==> src/rtl/can_tx_pkg.sv <==
package can_tx_pkg;
    localparam int ID_W  = 11;
    localparam int CRC_W = 15;
    localparam int DLC_W = 4;
    localparam int EOF_LEN = 7;
    localparam int IFS_LEN = 3;

    typedef enum logic [3:0] {
        PH_IDLE, PH_SOF, PH_ID, PH_RTR, PH_IDE, PH_R0, PH_DLC, PH_DATA,
        PH_CRC, PH_CRCDEL, PH_ACK, PH_ACKDEL, PH_EOF, PH_IFS
    } phase_e;
endpackage

==> src/rtl/can_tx_crc15.sv <==
module can_tx_crc15 import can_tx_pkg::*; #(
    parameter logic [CRC_W-1:0] POLY = 15'h4599
) (
    input  logic             en_i,
    input  logic             bit_i,
    input  logic [CRC_W-1:0] crc_i,
    output logic [CRC_W-1:0] crc_o
);
    logic fb;
    always_comb begin
        fb    = bit_i ^ crc_i[CRC_W-1];
        crc_o = crc_i;
        if (en_i)
            crc_o = {crc_i[CRC_W-2:0], 1'b0} ^ (fb ? POLY : '0);
    end
endmodule

==> src/rtl/can_tx_stuff_track.sv <==
module can_tx_stuff_track #(
    parameter int RUN_LEN = 5,
    parameter int RUN_W   = $clog2(RUN_LEN + 1)
) (
    input  logic             bit_i,
    input  logic             last_i,
    input  logic [RUN_W-1:0] run_i,
    output logic [RUN_W-1:0] run_o,
    output logic             hit_o
);
    always_comb begin
        if (run_i != '0 && bit_i == last_i)
            run_o = run_i + RUN_W'(1);
        else
            run_o = RUN_W'(1);
        hit_o = (run_o == RUN_W'(RUN_LEN));
    end
endmodule

==> src/rtl/can_tx_bitsel.sv <==
module can_tx_bitsel import can_tx_pkg::*; #(
    parameter int DATA_W = 64,
    parameter int IDX_W  = 7
) (
    input  phase_e            ph_i,
    input  logic [IDX_W-1:0]  idx_i,
    input  logic [ID_W-1:0]   id_i,
    input  logic              rtr_i,
    input  logic [DLC_W-1:0]  dlc_i,
    input  logic [DATA_W-1:0] data_i,
    input  logic [CRC_W-1:0]  crc_i,
    output logic              bit_o
);
    // payload reordered so wire order runs from the top bit down
    logic [DATA_W-1:0] stream;
    for (genvar i = 0; i < DATA_W; i++) begin : g_order
        assign stream[DATA_W-1-i] = data_i[8*(i/8) + 7 - (i%8)];
    end

    logic [ID_W-1:0]   id_sh;
    logic [DLC_W-1:0]  dlc_sh;
    logic [DATA_W-1:0] dat_sh;
    logic [CRC_W-1:0]  crc_sh;

    always_comb begin
        id_sh  = id_i   << idx_i;
        dlc_sh = dlc_i  << idx_i;
        dat_sh = stream << idx_i;
        crc_sh = crc_i  << idx_i;
        case (ph_i)
            PH_SOF, PH_IDE, PH_R0: bit_o = 1'b0;
            PH_ID:   bit_o = id_sh[ID_W-1];
            PH_RTR:  bit_o = rtr_i;
            PH_DLC:  bit_o = dlc_sh[DLC_W-1];
            PH_DATA: bit_o = dat_sh[DATA_W-1];
            PH_CRC:  bit_o = crc_sh[CRC_W-1];
            default: bit_o = 1'b1;
        endcase
    end
endmodule

==> src/rtl/can_frame_tx.sv <==
module can_frame_tx import can_tx_pkg::*; #(
    parameter int               MAX_BYTES = 8,
    parameter int               STUFF_LEN = 5,
    parameter logic [CRC_W-1:0] CRC_POLY  = 15'h4599
) (
    input  logic                   clk,
    input  logic                   rst_n,
    input  logic                   start_i,
    input  logic [ID_W-1:0]        id_i,
    input  logic                   rtr_i,
    input  logic [DLC_W-1:0]       dlc_i,
    input  logic [8*MAX_BYTES-1:0] data_i,
    input  logic                   tick_i,
    input  logic                   rx_i,
    output logic                   tx_o,
    output logic                   busy_o,
    output logic                   done_o,
    output logic                   arb_lost_o,
    output logic                   ack_o
);
    localparam int DATA_W = 8 * MAX_BYTES;
    localparam int IDX_W  = $clog2(DATA_W + 1);
    localparam int RUN_W  = $clog2(STUFF_LEN + 1);

    typedef struct packed {
        phase_e            ph;
        logic [IDX_W-1:0]  idx;
        logic              tx;
        logic              stf;
        logic [RUN_W-1:0]  run;
        logic              last;
        logic [CRC_W-1:0]  crc;
        logic [ID_W-1:0]   id;
        logic              rtr;
        logic [DLC_W-1:0]  dlc;
        logic [DATA_W-1:0] data;
        logic              done;
        logic              lost;
        logic              ack;
    } st_t;

    st_t s_q, s_d;

    logic             in_region, in_arb, crc_en, stuff_hit, raw_bit;
    logic [CRC_W-1:0] crc_nx;
    logic [RUN_W-1:0] run_nx;
    logic [DLC_W-1:0] nbytes;
    logic [IDX_W-1:0] nbits, nidx;
    phase_e           nph;

    assign in_region = (s_q.ph >= PH_SOF) && (s_q.ph <= PH_CRC);
    assign in_arb    = (s_q.ph == PH_ID) || (s_q.ph == PH_RTR);
    assign crc_en    = tick_i && !s_q.stf && (s_q.ph >= PH_SOF) && (s_q.ph <= PH_DATA);

    can_tx_crc15 #(.POLY(CRC_POLY)) u_crc (
        .en_i(crc_en), .bit_i(s_q.tx), .crc_i(s_q.crc), .crc_o(crc_nx)
    );

    can_tx_stuff_track #(.RUN_LEN(STUFF_LEN), .RUN_W(RUN_W)) u_stuff (
        .bit_i(s_q.tx), .last_i(s_q.last), .run_i(s_q.run),
        .run_o(run_nx), .hit_o(stuff_hit)
    );

    can_tx_bitsel #(.DATA_W(DATA_W), .IDX_W(IDX_W)) u_sel (
        .ph_i(nph), .idx_i(nidx), .id_i(s_q.id), .rtr_i(s_q.rtr),
        .dlc_i(s_q.dlc), .data_i(s_q.data), .crc_i(crc_nx), .bit_o(raw_bit)
    );

    // position of the next unstuffed bit
    always_comb begin
        if (s_q.rtr)
            nbytes = '0;
        else if (s_q.dlc > DLC_W'(MAX_BYTES))
            nbytes = DLC_W'(MAX_BYTES);
        else
            nbytes = s_q.dlc;
        nbits = IDX_W'(nbytes) << 3;

        nph  = s_q.ph;
        nidx = s_q.idx + IDX_W'(1);
        case (s_q.ph)
            PH_SOF: begin nph = PH_ID; nidx = '0; end
            PH_ID:  if (s_q.idx == IDX_W'(ID_W-1)) begin nph = PH_RTR; nidx = '0; end
            PH_RTR: begin nph = PH_IDE; nidx = '0; end
            PH_IDE: begin nph = PH_R0;  nidx = '0; end
            PH_R0:  begin nph = PH_DLC; nidx = '0; end
            PH_DLC: if (s_q.idx == IDX_W'(DLC_W-1)) begin
                        nph  = (nbits == '0) ? PH_CRC : PH_DATA;
                        nidx = '0;
                    end
            PH_DATA: if (s_q.idx == nbits - IDX_W'(1)) begin nph = PH_CRC; nidx = '0; end
            PH_CRC:  if (s_q.idx == IDX_W'(CRC_W-1)) begin nph = PH_CRCDEL; nidx = '0; end
            PH_CRCDEL: begin nph = PH_ACK;    nidx = '0; end
            PH_ACK:    begin nph = PH_ACKDEL; nidx = '0; end
            PH_ACKDEL: begin nph = PH_EOF;    nidx = '0; end
            PH_EOF:  if (s_q.idx == IDX_W'(EOF_LEN-1)) begin nph = PH_IFS; nidx = '0; end
            PH_IFS:  if (s_q.idx == IDX_W'(IFS_LEN-1)) begin nph = PH_IDLE; nidx = '0; end
            default: begin nph = PH_IDLE; nidx = '0; end
        endcase
    end

    always_comb begin
        s_d      = s_q;
        s_d.done = 1'b0;
        if (s_q.ph == PH_IDLE) begin
            if (start_i) begin
                s_d.ph   = PH_SOF;
                s_d.idx  = '0;
                s_d.tx   = 1'b0;
                s_d.stf  = 1'b0;
                s_d.run  = '0;
                s_d.last = 1'b1;
                s_d.crc  = '0;
                s_d.id   = id_i;
                s_d.rtr  = rtr_i;
                s_d.dlc  = dlc_i;
                s_d.data = data_i;
                s_d.lost = 1'b0;
                s_d.ack  = 1'b0;
            end
        end else if (tick_i) begin
            if (in_arb && !s_q.stf && s_q.tx && !rx_i) begin
                s_d.ph   = PH_IDLE;
                s_d.idx  = '0;
                s_d.tx   = 1'b1;
                s_d.lost = 1'b1;
            end else begin
                if (in_region) begin
                    s_d.run  = run_nx;
                    s_d.last = s_q.tx;
                end
                s_d.crc = crc_nx;
                if (s_q.ph == PH_ACK)
                    s_d.ack = !rx_i;
                if (in_region && stuff_hit) begin
                    s_d.stf = 1'b1;
                    s_d.tx  = !s_q.tx;
                end else begin
                    s_d.stf  = 1'b0;
                    s_d.ph   = nph;
                    s_d.idx  = nidx;
                    s_d.tx   = raw_bit;
                    s_d.done = (nph == PH_IDLE);
                end
            end
        end
    end

    always_ff @(posedge clk) begin
        if (!rst_n) begin
            s_q      <= '0;
            s_q.tx   <= 1'b1;
            s_q.last <= 1'b1;
        end else begin
            s_q <= s_d;
        end
    end

    assign tx_o       = s_q.tx;
    assign busy_o     = (s_q.ph != PH_IDLE);
    assign done_o     = s_q.done;
    assign arb_lost_o = s_q.lost;
    assign ack_o      = s_q.ack;


    idle_recessive_chk: assert property (@(posedge clk) disable iff (!rst_n)
        !busy_o |-> tx_o);

    tx_hold_chk: assert property (@(posedge clk) disable iff (!rst_n)
        (!tick_i && !(start_i && !busy_o)) |=> $stable(tx_o));

    busy_latch_chk: assert property (@(posedge clk) disable iff (!rst_n)
        (busy_o && start_i) |=> ($stable(s_q.id) && $stable(s_q.dlc) && $stable(s_q.data)));

    lost_release_chk: assert property (@(posedge clk) disable iff (!rst_n)
        $rose(arb_lost_o) |-> (!busy_o && tx_o && !done_o));

    done_pulse_chk: assert property (@(posedge clk) disable iff (!rst_n)
        done_o |-> (!busy_o && $past(busy_o)));

    done_single_chk: assert property (@(posedge clk) disable iff (!rst_n)
        done_o |=> !done_o);
endmodule

==> config.mk <==
export PLATFORM = sky130hd
export DESIGN_NAME = can_frame_tx
export DESIGN_NICKNAME = d
export VERILOG_FILES = /design/src/rtl/can_tx_pkg.sv /design/src/rtl/can_tx_crc15.sv /design/src/rtl/can_tx_stuff_track.sv /design/src/rtl/can_tx_bitsel.sv /design/src/rtl/can_frame_tx.sv
export SDC_FILE = /design/constraint.sdc
export NUM_CORES = 1
export LEC_CHECK = 0
export ABC_AREA = 1
export ABC_CLOCK_PERIOD_IN_PS = 9600
export BUFFER_PORTS_ARGS = -buffer_cell sky130_fd_sc_hd__buf_2
export CORE_ASPECT_RATIO = 1.75
export CORE_MARGIN = 5
export CORE_UTILIZATION = 40
export CTS_CLUSTER_DIAMETER = 60
export DETAILED_ROUTE_END_ITERATION = 12
export PLACE_DENSITY = 0.71
export RECOVER_POWER = 50
export SYNTH_ARGS = -nofsm -noshare
export SYNTH_HDL_FRONTEND = slang
export SYNTH_HIERARCHICAL = 1
export SYNTH_SLANG_ARGS = --single-unit
==> constraint.sdc <==
create_clock -name clk -period 9.6 [get_ports clk]
set_input_delay 0 -clock clk [delete_from_list [all_inputs] [get_ports clk]]
set_output_delay 0 -clock clk [all_outputs]
set_load 0.03 [all_outputs]
# == Word-level counts from Yosys, hierarchy flattened ==
# Index checks and enable logic that the tools add are counted.
# Widths: inputs -> output; s select.
# totals
ff_bits,115
# op_classes
addsub,3
order_cmp,4
eq_ne,32
shift,4
muxes,35
n_bitwise,4
reduce_logical,31
# op_table
operator,count
$mux 112,1
$mux 32,2
$shl 64x7->64,1
$pmux 4 s13,1
$mux 7,6
$pmux 7 s6,1
$mux 4,10
$eq 4x3->1 const B,8
$mux 15,2
$eq 4x4->1 const B,7
$mux 20,1
$eq 4x2->1 const B,4
$shl 15x7->15,1
$xor 15x15->15,1
$eq 7x2->1 const B,2
$eq 7x4->1 const B,2
$mux 12,1
$mux 11,1
$shl 11x7->11,1
$logic_and 1x1->1,9
$reduce_and 3->1,3
$eq 4x1->1 const B,2
$logic_not 4->1,2
$mux 2,4
29 further kinds,40

# == Logic depth before layout (Yosys ltp) ==
# Gate-level depths: netlist of the first run.
# depth
depth_word,14
mapped_depth,31
ltp_nobuf,30

# == Hierarchy ==
# The synthesis of the first run kept the hierarchy.
# by_module_without_submodules
mod,n_inst,cells_each,area_each_um2,seq_area_each_um2
can_frame_tx,1,665,4853.4,2302.2
can_tx_bitsel,1,292,1226.2,0.0
can_tx_crc15,1,63,321.6,0.0
can_tx_stuff_track,1,21,113.9,0.0

# == Worst setup path before layout of the first run ==
# Ideal clock, no wire load.
# synth_timing
path_kind,flip-flop to flip-flop
start,register s_q[71] (netlist bit)
end,register s_q (netlist bit tx_o)
setup_ps,127
arrival_ps,3022
t_required_ps,9473
slack_ps,6451
stages_incl_launch_ff,29
period_less_slack_ps,3149
cell_sequence,dfxtp_1 inv_1 nand3_1 ha_1 nand2_1 nand2_1 nor2_1 nand2_1 nor2_1 nand2_1 nand2_1 nand2_2 inv_2 nor3_1 buf_4 buf_4 nand2_1 nand3_1 nand2_1 nand2_1 nand3_1 nand3_1 nand2_1 a21oi_1 nand2_1 nand2_1 o21ai_1 nor2_1 o211ai_1
# synth_lines
item,line,source
"start, declared",can_frame_tx.sv:42,"st_t s_q, s_d;"
$mux 4 (*),can_frame_tx.sv:71,if (s_q.rtr)
$sub 7x1->7 (*),can_frame_tx.sv:91,PH_DATA: if (s_q.idx == nbits - IDX_W'(1)) begin nph = PH_CRC; nidx = '0; end
$eq 7x7->1 (*),can_frame_tx.sv:91,
$mux 7 (*),can_frame_tx.sv:91,
$pmux 7 s6 (*),can_frame_tx.sv:81,case (s_q.ph)
net nidx[0],can_frame_tx.sv:48,"logic [IDX_W-1:0] nbits, nidx;"
"$shl 64x7->64, or another cell as far along",can_tx_bitsel.sv:28,dat_sh = stream << idx_i;
$pmux 1 s6 (*),can_tx_bitsel.sv:30,case (ph_i)
net raw_bit,can_frame_tx.sv:44,"logic in_region, in_arb, crc_en, stuff_hit, raw_bit;"
$mux 2 (*),can_frame_tx.sv:135,if (in_region && stuff_hit) begin
$mux 12 (*),can_frame_tx.sv:122,if (in_arb && !s_q.stf && s_q.tx && !rx_i) begin
$mux 32 (*),can_frame_tx.sv:121,end else if (tick_i) begin
$mux 32 (*),can_frame_tx.sv:105,if (s_q.ph == PH_IDLE) begin
# Mark *: on every way through the listed nets, which the timed path passes. The rest lies on a longest branch. The select of a mux whose other input is x is not followed.
# A chain may end at the register's enable or synchronous reset.

# == Worst setup path after layout of the first run ==
# layout_timing
start,register s_q[114] (netlist bit)
end,register s_q[4] (netlist bit)
# layout_via
elab_chain_cells,2
# layout_rtl
item,line
$logic_not 4->1,can_frame_tx.sv:105
$reduce_and 2->1 (no source line),n/a
# No other way between the ends.

==> impl_metrics.tcl, run 1 <==
set metrics [dict create \
    finalHoldViolations 0 \
    regArea_sq_um 2302 \
    async_reset_ff_frac 0 \
    ys.flop_type "dfxtp_1" \
    crit_path_end_kind "flop" \
    core_area_sq_um 15950 \
    peakVddDrop_mv 0.1241 \
    final_nets 1275 \
    hold_class "input port to flop" \
    synth_edf_count 0 \
    drv_slew 167 \
    synth_seq_cells 115 \
    area_growth_pct 28.50 \
    syn_inst 1041 \
    place_ws_ns 5.487 \
    die_w_microns 106.5 \
    fin_worst_skew_ns 0.007025 \
    synth.most_common_cell "nand2_1" \
    synth_area_per_cell_sq_um 6.258 \
    ys_warn_count 6 \
    leakage_nw 3.600 \
    rsz0062_at_grt "false" \
    gp_congestion 0.8774 \
    grt.overflow.total 0 \
    avgRoutedWirePerCell_microns 13.92 \
    drtIter0Drc 432 \
    post_cts_resized 0 \
    multi_input_area_sq_um 3506 \
    postLayoutCoreUtil 0.5248 \
    yosysTopAreaCell "dfxtp_1" \
    fin_crit_sh 0.6511 \
    routed_wirelength_microns 19300 \
    antenna_found_initial 0 \
    ys_top_cells_by_count "381 x nand2_1, 115 x dfxtp_1, 106 x a21oi_1" \
    status "complete, but fails checks" \
    setup_violations 0 \
    critPathLaunchType "flop" \
    drive_gt1_frac 0.1312 \
    max_slew.worst_pin.slew_ns 2.764 \
    drc 0 \
    cts_tree "done" \
    cp_max_fo 86 \
    cts.sinks 115 \
    clk_pin_slew_ns 0.06 \
    via_per_inst 5.079 \
    rows 61 \
    maxSlewHeadroom -0.8474 \
    grt.total_usage 0.2042 \
    p_per_area_nw_per_um2 171.1 \
    syn-num-nets 1132 \
    initial_core_util 0.4084 \
    crit_required_ns 9.86 \
    io_buffers 89 \
    synth_area_leaders "dfxtp_1 35%, nand2_1 22%, a21oi_1 8.1%, nand3_1 6.1%, nor2_1 5.0%" \
    final_antenna_net_count 0 \
    nFillCells 1520 \
    synth_cell_types 43 \
    drt-pass1-iter-count 5 \
    violations "max-capacitance violations, max-slew violations" \
    yosysSeqAreaShare 0.3534 \
    cts_made_buffers 17 \
    clk_latency_ns 0.42 \
    cts_root_buf "clkbuf_16" \
    fmaxAchievable_ghz 0.1600 \
    io_pins 90 \
    setup_slack_ns 3.350 \
    finalPower_mw 1.433 \
    grt_pass1_vias 6903 \
    place_hpwl_microns 12440 \
    synth_top_area_frac 0.3534 \
    period_minus_slack_ns 6.250 \
    maxCapViolCount 2 \
    path_class "flop to flop" \
    grt_pass1_wl_microns 31420 \
    dieArea_sq_um 19040 \
    die_height_microns 178.8 \
    grt_max_degree 87 \
    vias 7045 \
    arrival_ns 6.51 \
    fin_setup_tns_ns 0 \
    syn-cell-area_sq_um 6515 \
    cts_setup_buffers 0 \
    cts.path.max_buffers 2 \
    cts_max_level 4 \
]
-- logic make-up (layout without fill, tap and decap cells) --
kind of cell / after synthesis / in the layout / share of synthesized area
other: 0 / 1 / 0
adders and majority gates: 6 / 6 / 0.01152
buffers and inverters: 155 / 311 / 0.1022
xor gates and xnor gates: 5 / 5 / 0.006721
and+or+nand+nor: 592 / 592 / 0.3849
DFF: 115 / 115 / 0.3534
AOI/OAI and AO/OA: 168 / 168 / 0.1413
-- power breakdown --
group	switching (mW)	internal (mW)
clock network	0.237	0.447
registers	0.0215	0.508
logic	0.132	0.0868
-- metal layers --
metal  part of all wire  track usage
met1               0.38       0.2072
met2               0.54       0.3915
met3              0.041      0.03423
met4              0.043       0.1104
met5                  0            0
-- path summary, 6_finish.rpt --
kind,startpoint,end,slack (ns),depth (start not counted)
max reg2reg,s_q[114]$_SDFFE_PN0P_,s_q[4]$_SDFFE_PN0P_,3.35,7
min reg2reg,s_q[21]$_SDFFE_PN0P_,s_q[21]$_SDFFE_PN0P_,0.46,2
max,s_q[114]$_SDFFE_PN0P_,s_q[4]$_SDFFE_PN0P_,3.35,7
min,data_i[58],s_q[61]$_SDFFE_PN0P_,0.37,4
-- worst max-delay path: stages, from the launching register on --
cell        delay (ns)
dfxtp_1           0.54
clkinvlp_2        0.28
nand3_1           0.30
inv_1             0.14
nand2_1           1.97
inv_1             2.17
nand2_1           0.54
a21oi_1           0.11
-- per-stage QoR --
step	cell area (sq um)	instances	hold WS [ns]
floorplan	6515	1041	0.08316
global placement	6967	1271	0.2522
detailed placement	6967	1271	0.2552
CTS	8432	1386	0.3596
global route	8369	1386	0.3792
finish	8372	1387	0.3663
-- repair_timing --
item	4_1_cts	5_1_grt
endpoints found under the setup margin	0	0
hold buffers	83	0
hold endpoints to repair	85	0
-- sequential cells by signal, summed over array words and instances (netlist names) --
register    count
ack_o           1
arb_lost_o      1
done_o          1
s_q           111
tx_o            1
-- final cells by class --
type,count,area share
multi-input cells,771,0.4188
well taps,189,0.02825
clock inverters,13,0.02167
diodes,1,0.0002989
flip-flops and latches,115,0.2750
clock buffers,19,0.05410
repair buffers,176,0.1554
inverters,103,0.04648
-- layout by cell type, fill, tap and decap left out, drive strengths merged, types with 3 or more instances in the layout --
cell | Yosys | routed
nand2 | 388 | 388
dfxtp | 115 | 115
a21oi | 106 | 106
inv | 101 | 101
nor2 | 92 | 92
buf | 29 | 89
dlygate4sd3 | 0 | 83
nand3 | 82 | 82
o21ai | 41 | 41
clkbuf | 23 | 23
nor3 | 15 | 15
a22oi | 10 | 10
clkinv | 2 | 7
nand4 | 6 | 6
a32oi | 6 | 6
ha | 6 | 6
xor2 | 4 | 4
bufinv | 0 | 4
clkinvlp | 0 | 4
nand3b | 3 | 3
nor4 | 3 | 3
(Power assumes the default switching activity.)
==> inputs of run 2 (changes only) <==
Settings changed: ABC_CLOCK_PERIOD_IN_PS 9600 to 5120, PLACE_DENSITY 0.71 to 0.73.
Clock period 9.6 ns to 5.12 ns, I/O delays scaled along.
==> run 2 against run 1 <==
Effect of this change:
- the flow still finishes with violations (max-capacitance violations, max-slew violations)
- cell count is 0.72% higher
- first-iteration DRC count up 6.7%
- global-route usage increased by 0.37 points
- utilization grew 0.77 points
- combinational power is 94% higher
- register-to-register slack worse by 2.0 ns
- clock skew grew 0.0043 ns
- clock power is 83% higher
- sequential cell count did not move
- power up 86%
- sequential power grew 88%
- largest power group unchanged
- highest routed layer unchanged
==> impl_metrics.tcl, run 2 (synthesized netlist as in run 1, its figures left out) <==
set metrics [dict create \
    cts_tree "done" \
    core_area_sq_um 15950 \
    avgRoutedWirePerCell_microns 14.16 \
    gp_congestion 0.8840 \
    grt_max_degree 86 \
    final_antenna_net_count 0 \
    place_hpwl_microns 13010 \
    rows 61 \
    maxCapViolCount 1 \
    largest_register_ffs 111 \
    fmaxAchievable_ghz 0.2637 \
    violations "max-capacitance violations, max-slew violations" \
    crit_path_end_kind "flop" \
    rr_worst_depth 27 \
    largest_register "s_q" \
    drtIter0Drc 461 \
    hp-start "start_i" \
    r2r_end "tx_o$_SDFFE_PN1P_" \
    io_pins 90 \
    area_growth_pct 30.38 \
    fin_cells 1397 \
    drt-pass1-iter-count 5 \
    final_nets 1285 \
    min_delay_path_depth 5 \
    path_class "flop to flop" \
    setup_violations 0 \
    io_buffers 89 \
    cts.path.max_buffers 2 \
    nFillCells 1483 \
    antenna_found_initial 0 \
    period_minus_slack_ns 3.793 \
    arrival_ns 4.08 \
    die_w_microns 106.5 \
    cp_max_fo 46 \
    r2r-start "s_q[71]$_SDFFE_PN0P_" \
    grt_pass1_wl_microns 31930 \
    fin_setup_tns_ns 0 \
    rrSetupSlack_ns 1.33 \
    grt_pass1_vias 7116 \
    crit_required_ns 5.40 \
    cts_root_buf "clkbuf_16" \
    clk_latency_ns 0.42 \
    initial_core_util 0.4084 \
    finalPower_mw 2.664 \
    drc 0 \
    clk_pin_slew_ns 0.06 \
    die_height_microns 178.8 \
    fin_crit_sh 0.7407 \
    dieArea_sq_um 19040 \
    fin_worst_skew_ns 0.01135 \
    maxSlewHeadroom -0.1396 \
    status "complete, but fails checks" \
    routed_wirelength_microns 19780 \
    hold_path_end "s_q[56]$_SDFFE_PN0P_" \
    placed_cells 1274 \
    critPathLaunchType "flop" \
    rsz0062_at_grt "false" \
    via_per_inst 5.212 \
    cts_setup_buffers 0 \
    final_cell_mix "381 x nand2_1, 115 x dfxtp_1, 106 x a21oi_1" \
    peakVddDrop_mv 0.2523 \
    drv_slew 86 \
    grt.overflow.total 0 \
    post_cts_resized 0 \
    grt.total_usage 0.2078 \
    cts_made_buffers 17 \
    cts_max_level 4 \
    vias 7281 \
    max_slew.worst_pin.slew_ns 1.709 \
    leakage_nw 3.653 \
    cts.sinks 115 \
    finalHoldViolations 0 \
    hold_class "input port to flop" \
    final_common_cell "nand2_1" \
    p_per_area_nw_per_um2 313.6 \
    drive_gt1_frac 0.1375 \
]
-- run 2: cell count changes in the layout (fill, tap and decap cells not counted), moves of 2 or more --
cell	delta
inv_2	+2
clkinv_2	-4
inv_6	+2
nand2_1	-3
dlygate4sd3_1	+7
inv_1	-2
nand2_4	+3
clkinv_4	+2
buf_4	+2
-- run 2: what timing repair did --
action	in CTS	in global routing
endpoints found under the setup margin	0	0
hold buffers	90	0
endpoints found under the hold margin	85	0
-- run 2: where the power goes --
part	switching, mW	leakage (nW)	internal, mW
Sequential	0.0414	0.941	0.953
Clock	0.448	0.297	0.798
Combinational	0.257	2.42	0.167
-- run 2: through the flow --
| stage | hold WS, ns | util | instance area (sq um) | setup slack, ns |
|---|---|---|---|---|
| 2_1_floorplan | 0.08316 | - | 6515 | 1.971 |
| 3_3_place_gp | 0.2501 | 0.4378 | 6984 | 1.463 |
| 3_5_place_dp | 0.2537 | 0.4378 | 6984 | 1.360 |
| 4_1_cts | 0.2663 | 0.5336 | 8512 | 1.324 |
| 5_1_grt | 0.3268 | 0.5324 | 8492 | 0.8572 |
| 6_report | 0.2817 | 0.5325 | 8494 | 1.327 |
-- run 2: per-layer routing --
metal	GRT usage	routed length, microns	share of wire
met1	0.2078	7343	0.37
met2	0.3981	10630	0.54
met3	0.03495	904	0.046
met4	0.1205	908	0.046
met5	0	0	0
-- run 2: layout make-up --
type / count / area (sq um) / area share
multi-input combinational: 771 / 3545 / 0.4173
sequential: 115 / 2302 / 0.2710
timing repair buffer: 186 / 1391 / 0.1638
clock buffer: 19 / 452.9 / 0.05332
inverter: 103 / 390.4 / 0.04596
tap: 189 / 236.5 / 0.02784
clock inverter: 13 / 173.9 / 0.02047
antenna: 1 / 2.502 / 0.0002946
-- run 2: worst max-delay path, cell delays in order, from the launching register on --
cell,delay [ns]
dfxtp_1,0.33
inv_1,0.14
nand3_1,0.19
ha_1,0.36
nand2_1,0.07
nand2_1,0.05
nor2_1,0.08
nand2_1,0.05
nor2_1,0.10
nand2_1,0.09
nand2_1,0.16
nand2_2,0.14
inv_2,0.14
nor3_2,0.06
inv_2,0.57
nand2_1,0.15
nand3_1,0.11
nand2_1,0.07
nand2_1,0.08
nand3_1,0.08
nand3_1,0.10
nand2_1,0.06
a21oi_1,0.12
nand2_1,0.06
nand2_1,0.06
o21ai_1,0.06
nor2_1,0.09
o211ai_1,0.08
-- run 2: worst max path at each step --
| stage | startpoint | slack, ns | cells past startpoint | to |
|---|---|---|---|---|
| 3_5_place_dp | s_q[70]$_SDFFE_PN0P_ | 1.36 | 27 | tx_o$_SDFFE_PN1P_ |
| 2_1_floorplan | s_q[71]$_SDFFE_PN0P_ | 1.97 | 28 | tx_o$_SDFFE_PN1P_ |
| 3_3_place_gp | s_q[70]$_SDFFE_PN0P_ | 1.46 | 27 | tx_o$_SDFFE_PN1P_ |
| 6_report | s_q[71]$_SDFFE_PN0P_ | 1.33 | 27 | tx_o$_SDFFE_PN1P_ |
| 5_1_grt | s_q[70]$_SDFFE_PN0P_ | 0.86 | 28 | tx_o$_SDFFE_PN1P_ |
| 4_1_cts | s_q[71]$_SDFFE_PN0P_ | 1.32 | 27 | tx_o$_SDFFE_PN1P_ |
==> inputs of run 3 (changes only) <==
Settings changed: ABC_AREA 1 to 0, ABC_CLOCK_PERIOD_IN_PS 5120 to 3790, PLACE_DENSITY 0.73 to 0.71.
Clock period 5.12 ns to 3.79 ns, I/O delays scaled along.
==> run 3 against run 2 <==
Effect of this change:
- die area fell by 3.0%
- non-clock buffer count is 26 higher
- sequential power rose by 37%
- worst setup slack lost 1.2 ns
- combinational power is 54% higher
- clock skew shrank 0.0055 ns
- critical endpoint unchanged
- via count decreased by 16%
- the flow still finishes with violations (max-capacitance violations, max-slew violations)
- worst hold slack worse by 0.18 ns
- critical path type unchanged
==> impl_metrics.tcl, run 3 <==
set metrics [dict create \
    status "complete, but fails checks" \
    violations "max-capacitance violations, max-slew violations" \
    cts_max_level 4 \
    period_minus_slack_ns 3.677 \
    power_frac_comb 0.172 \
    via_per_inst 5.515 \
    path_class "flop to flop" \
    routed_wirelength_microns 19620 \
    crit_required_ns 4.08 \
    drv_slew 97 \
    met3_usage 0.02781 \
    cp_slowest_cell "mux4_1" \
    grt.overflow.total 0 \
    synth_seq_cells 115 \
    cts_root_buf "clkbuf_16" \
    critPathLaunchType "flop" \
    crit_top_cell "nand3_1" \
    final_antenna_net_count 0 \
    dieArea_sq_um 18470 \
    setup_slack_ns 0.1126 \
    ys_warn_count 6 \
    rows 60 \
    max_slew.worst_pin.slew_ns 1.879 \
    largest_register "s_q" \
    hold_class "input port to flop" \
    setup_violations 0 \
    initial_core_util 0.4076 \
    synth_area_per_cell_sq_um 8.611 \
    core_area_sq_um 15460 \
    synth_cell_types 67 \
    drive_gt1_frac 0.2332 \
    crit_path_end_kind "flop" \
    fin_worst_skew_ns 0.005819 \
    drc 0 \
    cts_made_buffers 17 \
    area_growth_pct 37.22 \
    grt_pass1_vias 6295 \
    grt_pass1_wl_microns 30750 \
    cts.path.max_buffers 2 \
    final_common_cell "nand2_1" \
    antenna_found_initial 1 \
    max_stage_delay_ns 0.62 \
    fin_crit_sh 0.9703 \
    critPathTopFamily "multiplexers" \
    die_w_microns 104.9 \
    yosysTopAreaCell "dfxtp_1" \
    ys.flop_type "dfxtp_1" \
    drtIter0Drc 376 \
    cp_max_fo 5 \
    io_pins 90 \
    grt_util_met2 0.3922 \
    fin_setup_tns_ns 0 \
    syn-num-nets 823 \
    clkPwrFrac 0.470 \
    fmaxAchievable_ghz 0.2719 \
    clk_latency_ns 0.41 \
    die_height_microns 176.1 \
    drt-pass1-iter-count 5 \
    synth_edf_count 0 \
    largest_register_ffs 111 \
    p_per_area_nw_per_um2 440.3 \
    gp_congestion 0.8792 \
    arrival_ns 3.97 \
    ys_top_cells_by_count "202 x nand2_1, 115 x dfxtp_1, 97 x a21boi_0" \
    syn-cell-area_sq_um 6304 \
    rsz0062_at_grt "true" \
    avgRoutedWirePerCell_microns 17.68 \
    grt_max_degree 102 \
    critPathBufInv 1 \
    switching_share 0.2641 \
    power_switching_mw 1.006 \
    synth_top_area_frac 0.3652 \
    async_reset_ff_frac 0 \
    synth.most_common_cell "nand2_1" \
    clk_pin_slew_ns 0.06 \
    grt.total_usage 0.2074 \
    maxCapViolCount 1 \
    seq_power_share 0.358 \
    final_cell_mix "201 x nand2_1, 114 x dfxtp_1, 97 x a21boi_0" \
    postLayoutCoreUtil 0.5593 \
    maxSlewHeadroom -0.2525 \
    finalHoldViolations 0 \
    place_ws_ns -0.3320 \
    synth_area_leaders "dfxtp_1 37%, nand2_1 12%, a21boi_0 12%, mux4_2 4.6%, mux4_1 4.6%" \
    p_int_mw 2.803 \
    yosysSeqAreaShare 0.3652 \
    cts.sinks 115 \
    vias 6122 \
    peakVddDrop_mv 0.3544 \
    cts_tree "done" \
    gr-max-usage-layer "met2" \
    io_buffers 89 \
    leakage_nw 3.356 \
    syn_inst 732 \
    place_hpwl_microns 12560 \
    final_nets 1000 \
    crit_chain "nor3b_2 -> inv_1 -> ha_2 -> xor2_1 -> nand3_1 -> a2111oi_4 -> o21a_4 -> nor2_4 -> mux4_1 -> mux4_2 -> o211ai_2 -> nand4_1 -> nand2_1 -> o211ai_1 -> nand3_1 -> nand3_1" \
    grt_util_met1 0.1978 \
]
-- run 3: what timing repair did --
item	CTS	global route
resized for setup	5	18
cloned	2	0
pin swaps	2	13
endpoints found under the hold margin	85	0
setup endpoints to repair	1	1
hold buffers	83	0
setup buffers	1	4
-- run 3: cells by family (layout without fill, tap and decap cells) --
| logic type | Yosys count | count (layout) | synth area share |
|---|---|---|---|
| AND/OR/NAND/NOR | 318 | 320 | 0.2279 |
| XOR/XNOR | 19 | 19 | 0.02938 |
| multiplexers | 44 | 44 | 0.1266 |
| other | 0 | 2 | 0 |
| flip-flops | 115 | 115 | 0.3652 |
| AO/OA/AOI/OAI | 163 | 163 | 0.1923 |
| adder cells (fa/ha/maj) | 6 | 6 | 0.01191 |
| buffers and inverters | 67 | 255 | 0.04664 |
-- run 3: per-stage QoR --
step	instances	hold slack [ns]	power (mW)	cell area, sq um
after CTS	1105	0.08212	3.800	8562
after floorplan	732	0.1449	1.752	6309
after global routing	1109	0.1413	3.941	8647
after detailed placement	987	0.2598	1.944	7029
after global placement	987	0.2558	1.936	7029
final	1110	0.1051	3.808	8650
-- run 3: final timing paths --
kind | from | end | slack (ns) | cells past startpoint
setup / recovery | s_q[71]$_SDFFE_PN0P_ | tx_o$_SDFFE_PN1P_ | 0.11 | 16
hold / removal | start_i | s_q[111]$_SDFFE_PN0P_ | 0.11 | 5
setup reg to reg | s_q[71]$_SDFFE_PN0P_ | tx_o$_SDFFE_PN1P_ | 0.11 | 16
hold reg to reg | s_q[37]$_SDFFE_PN0P_ | s_q[37]$_SDFFE_PN0P_ | 0.46 | 2
-- run 3: power groups by stage --
stage | Combinational [mW] | Clock, mW | Sequential, mW
after floorplan | 0.390 | 0 | 1.36
after global placement | 0.553 | 0 | 1.38
after detailed placement | 0.560 | 0 | 1.38
after CTS | 0.632 | 1.81 | 1.36
after global routing | 0.713 | 1.86 | 1.37
final | 0.654 | 1.79 | 1.36
-- run 3: final cells by class --
cell class                      instances  area [sq um]
Fill cell                            1299          6815
Multi-Input combinational cell        552          3807
Sequential cell                       115          2303
Timing Repair Buffer                  212          1599
Clock buffer                           21         460.4
Tap cell                              186         232.7
Clock inverter                         11         200.2
Inverter                               11         41.29
Antenna cell                            2         5.005
-- run 3: layer usage --
metal	vias to the layer above	part of all wire
met4	0	0.070
li1	2922	-
met1	2883	0.34
met5	-	0
met3	95	0.039
met2	222	0.55
-- run 3: worst reg2reg max path: stages, from the launching register on --
cell and delay [ns]:
dfxtp_1 0.34, nor3b_2 0.22, inv_1 0.09, ha_2 0.28, xor2_1 0.15, nand3_1 0.14
a2111oi_4 0.06, o21a_4 0.26, nor2_4 0.26, mux4_1 0.62, mux4_2 0.50, o211ai_2 0.16
nand4_1 0.13, nand2_1 0.09, o211ai_1 0.09, nand3_1 0.11, nand3_1 0.07
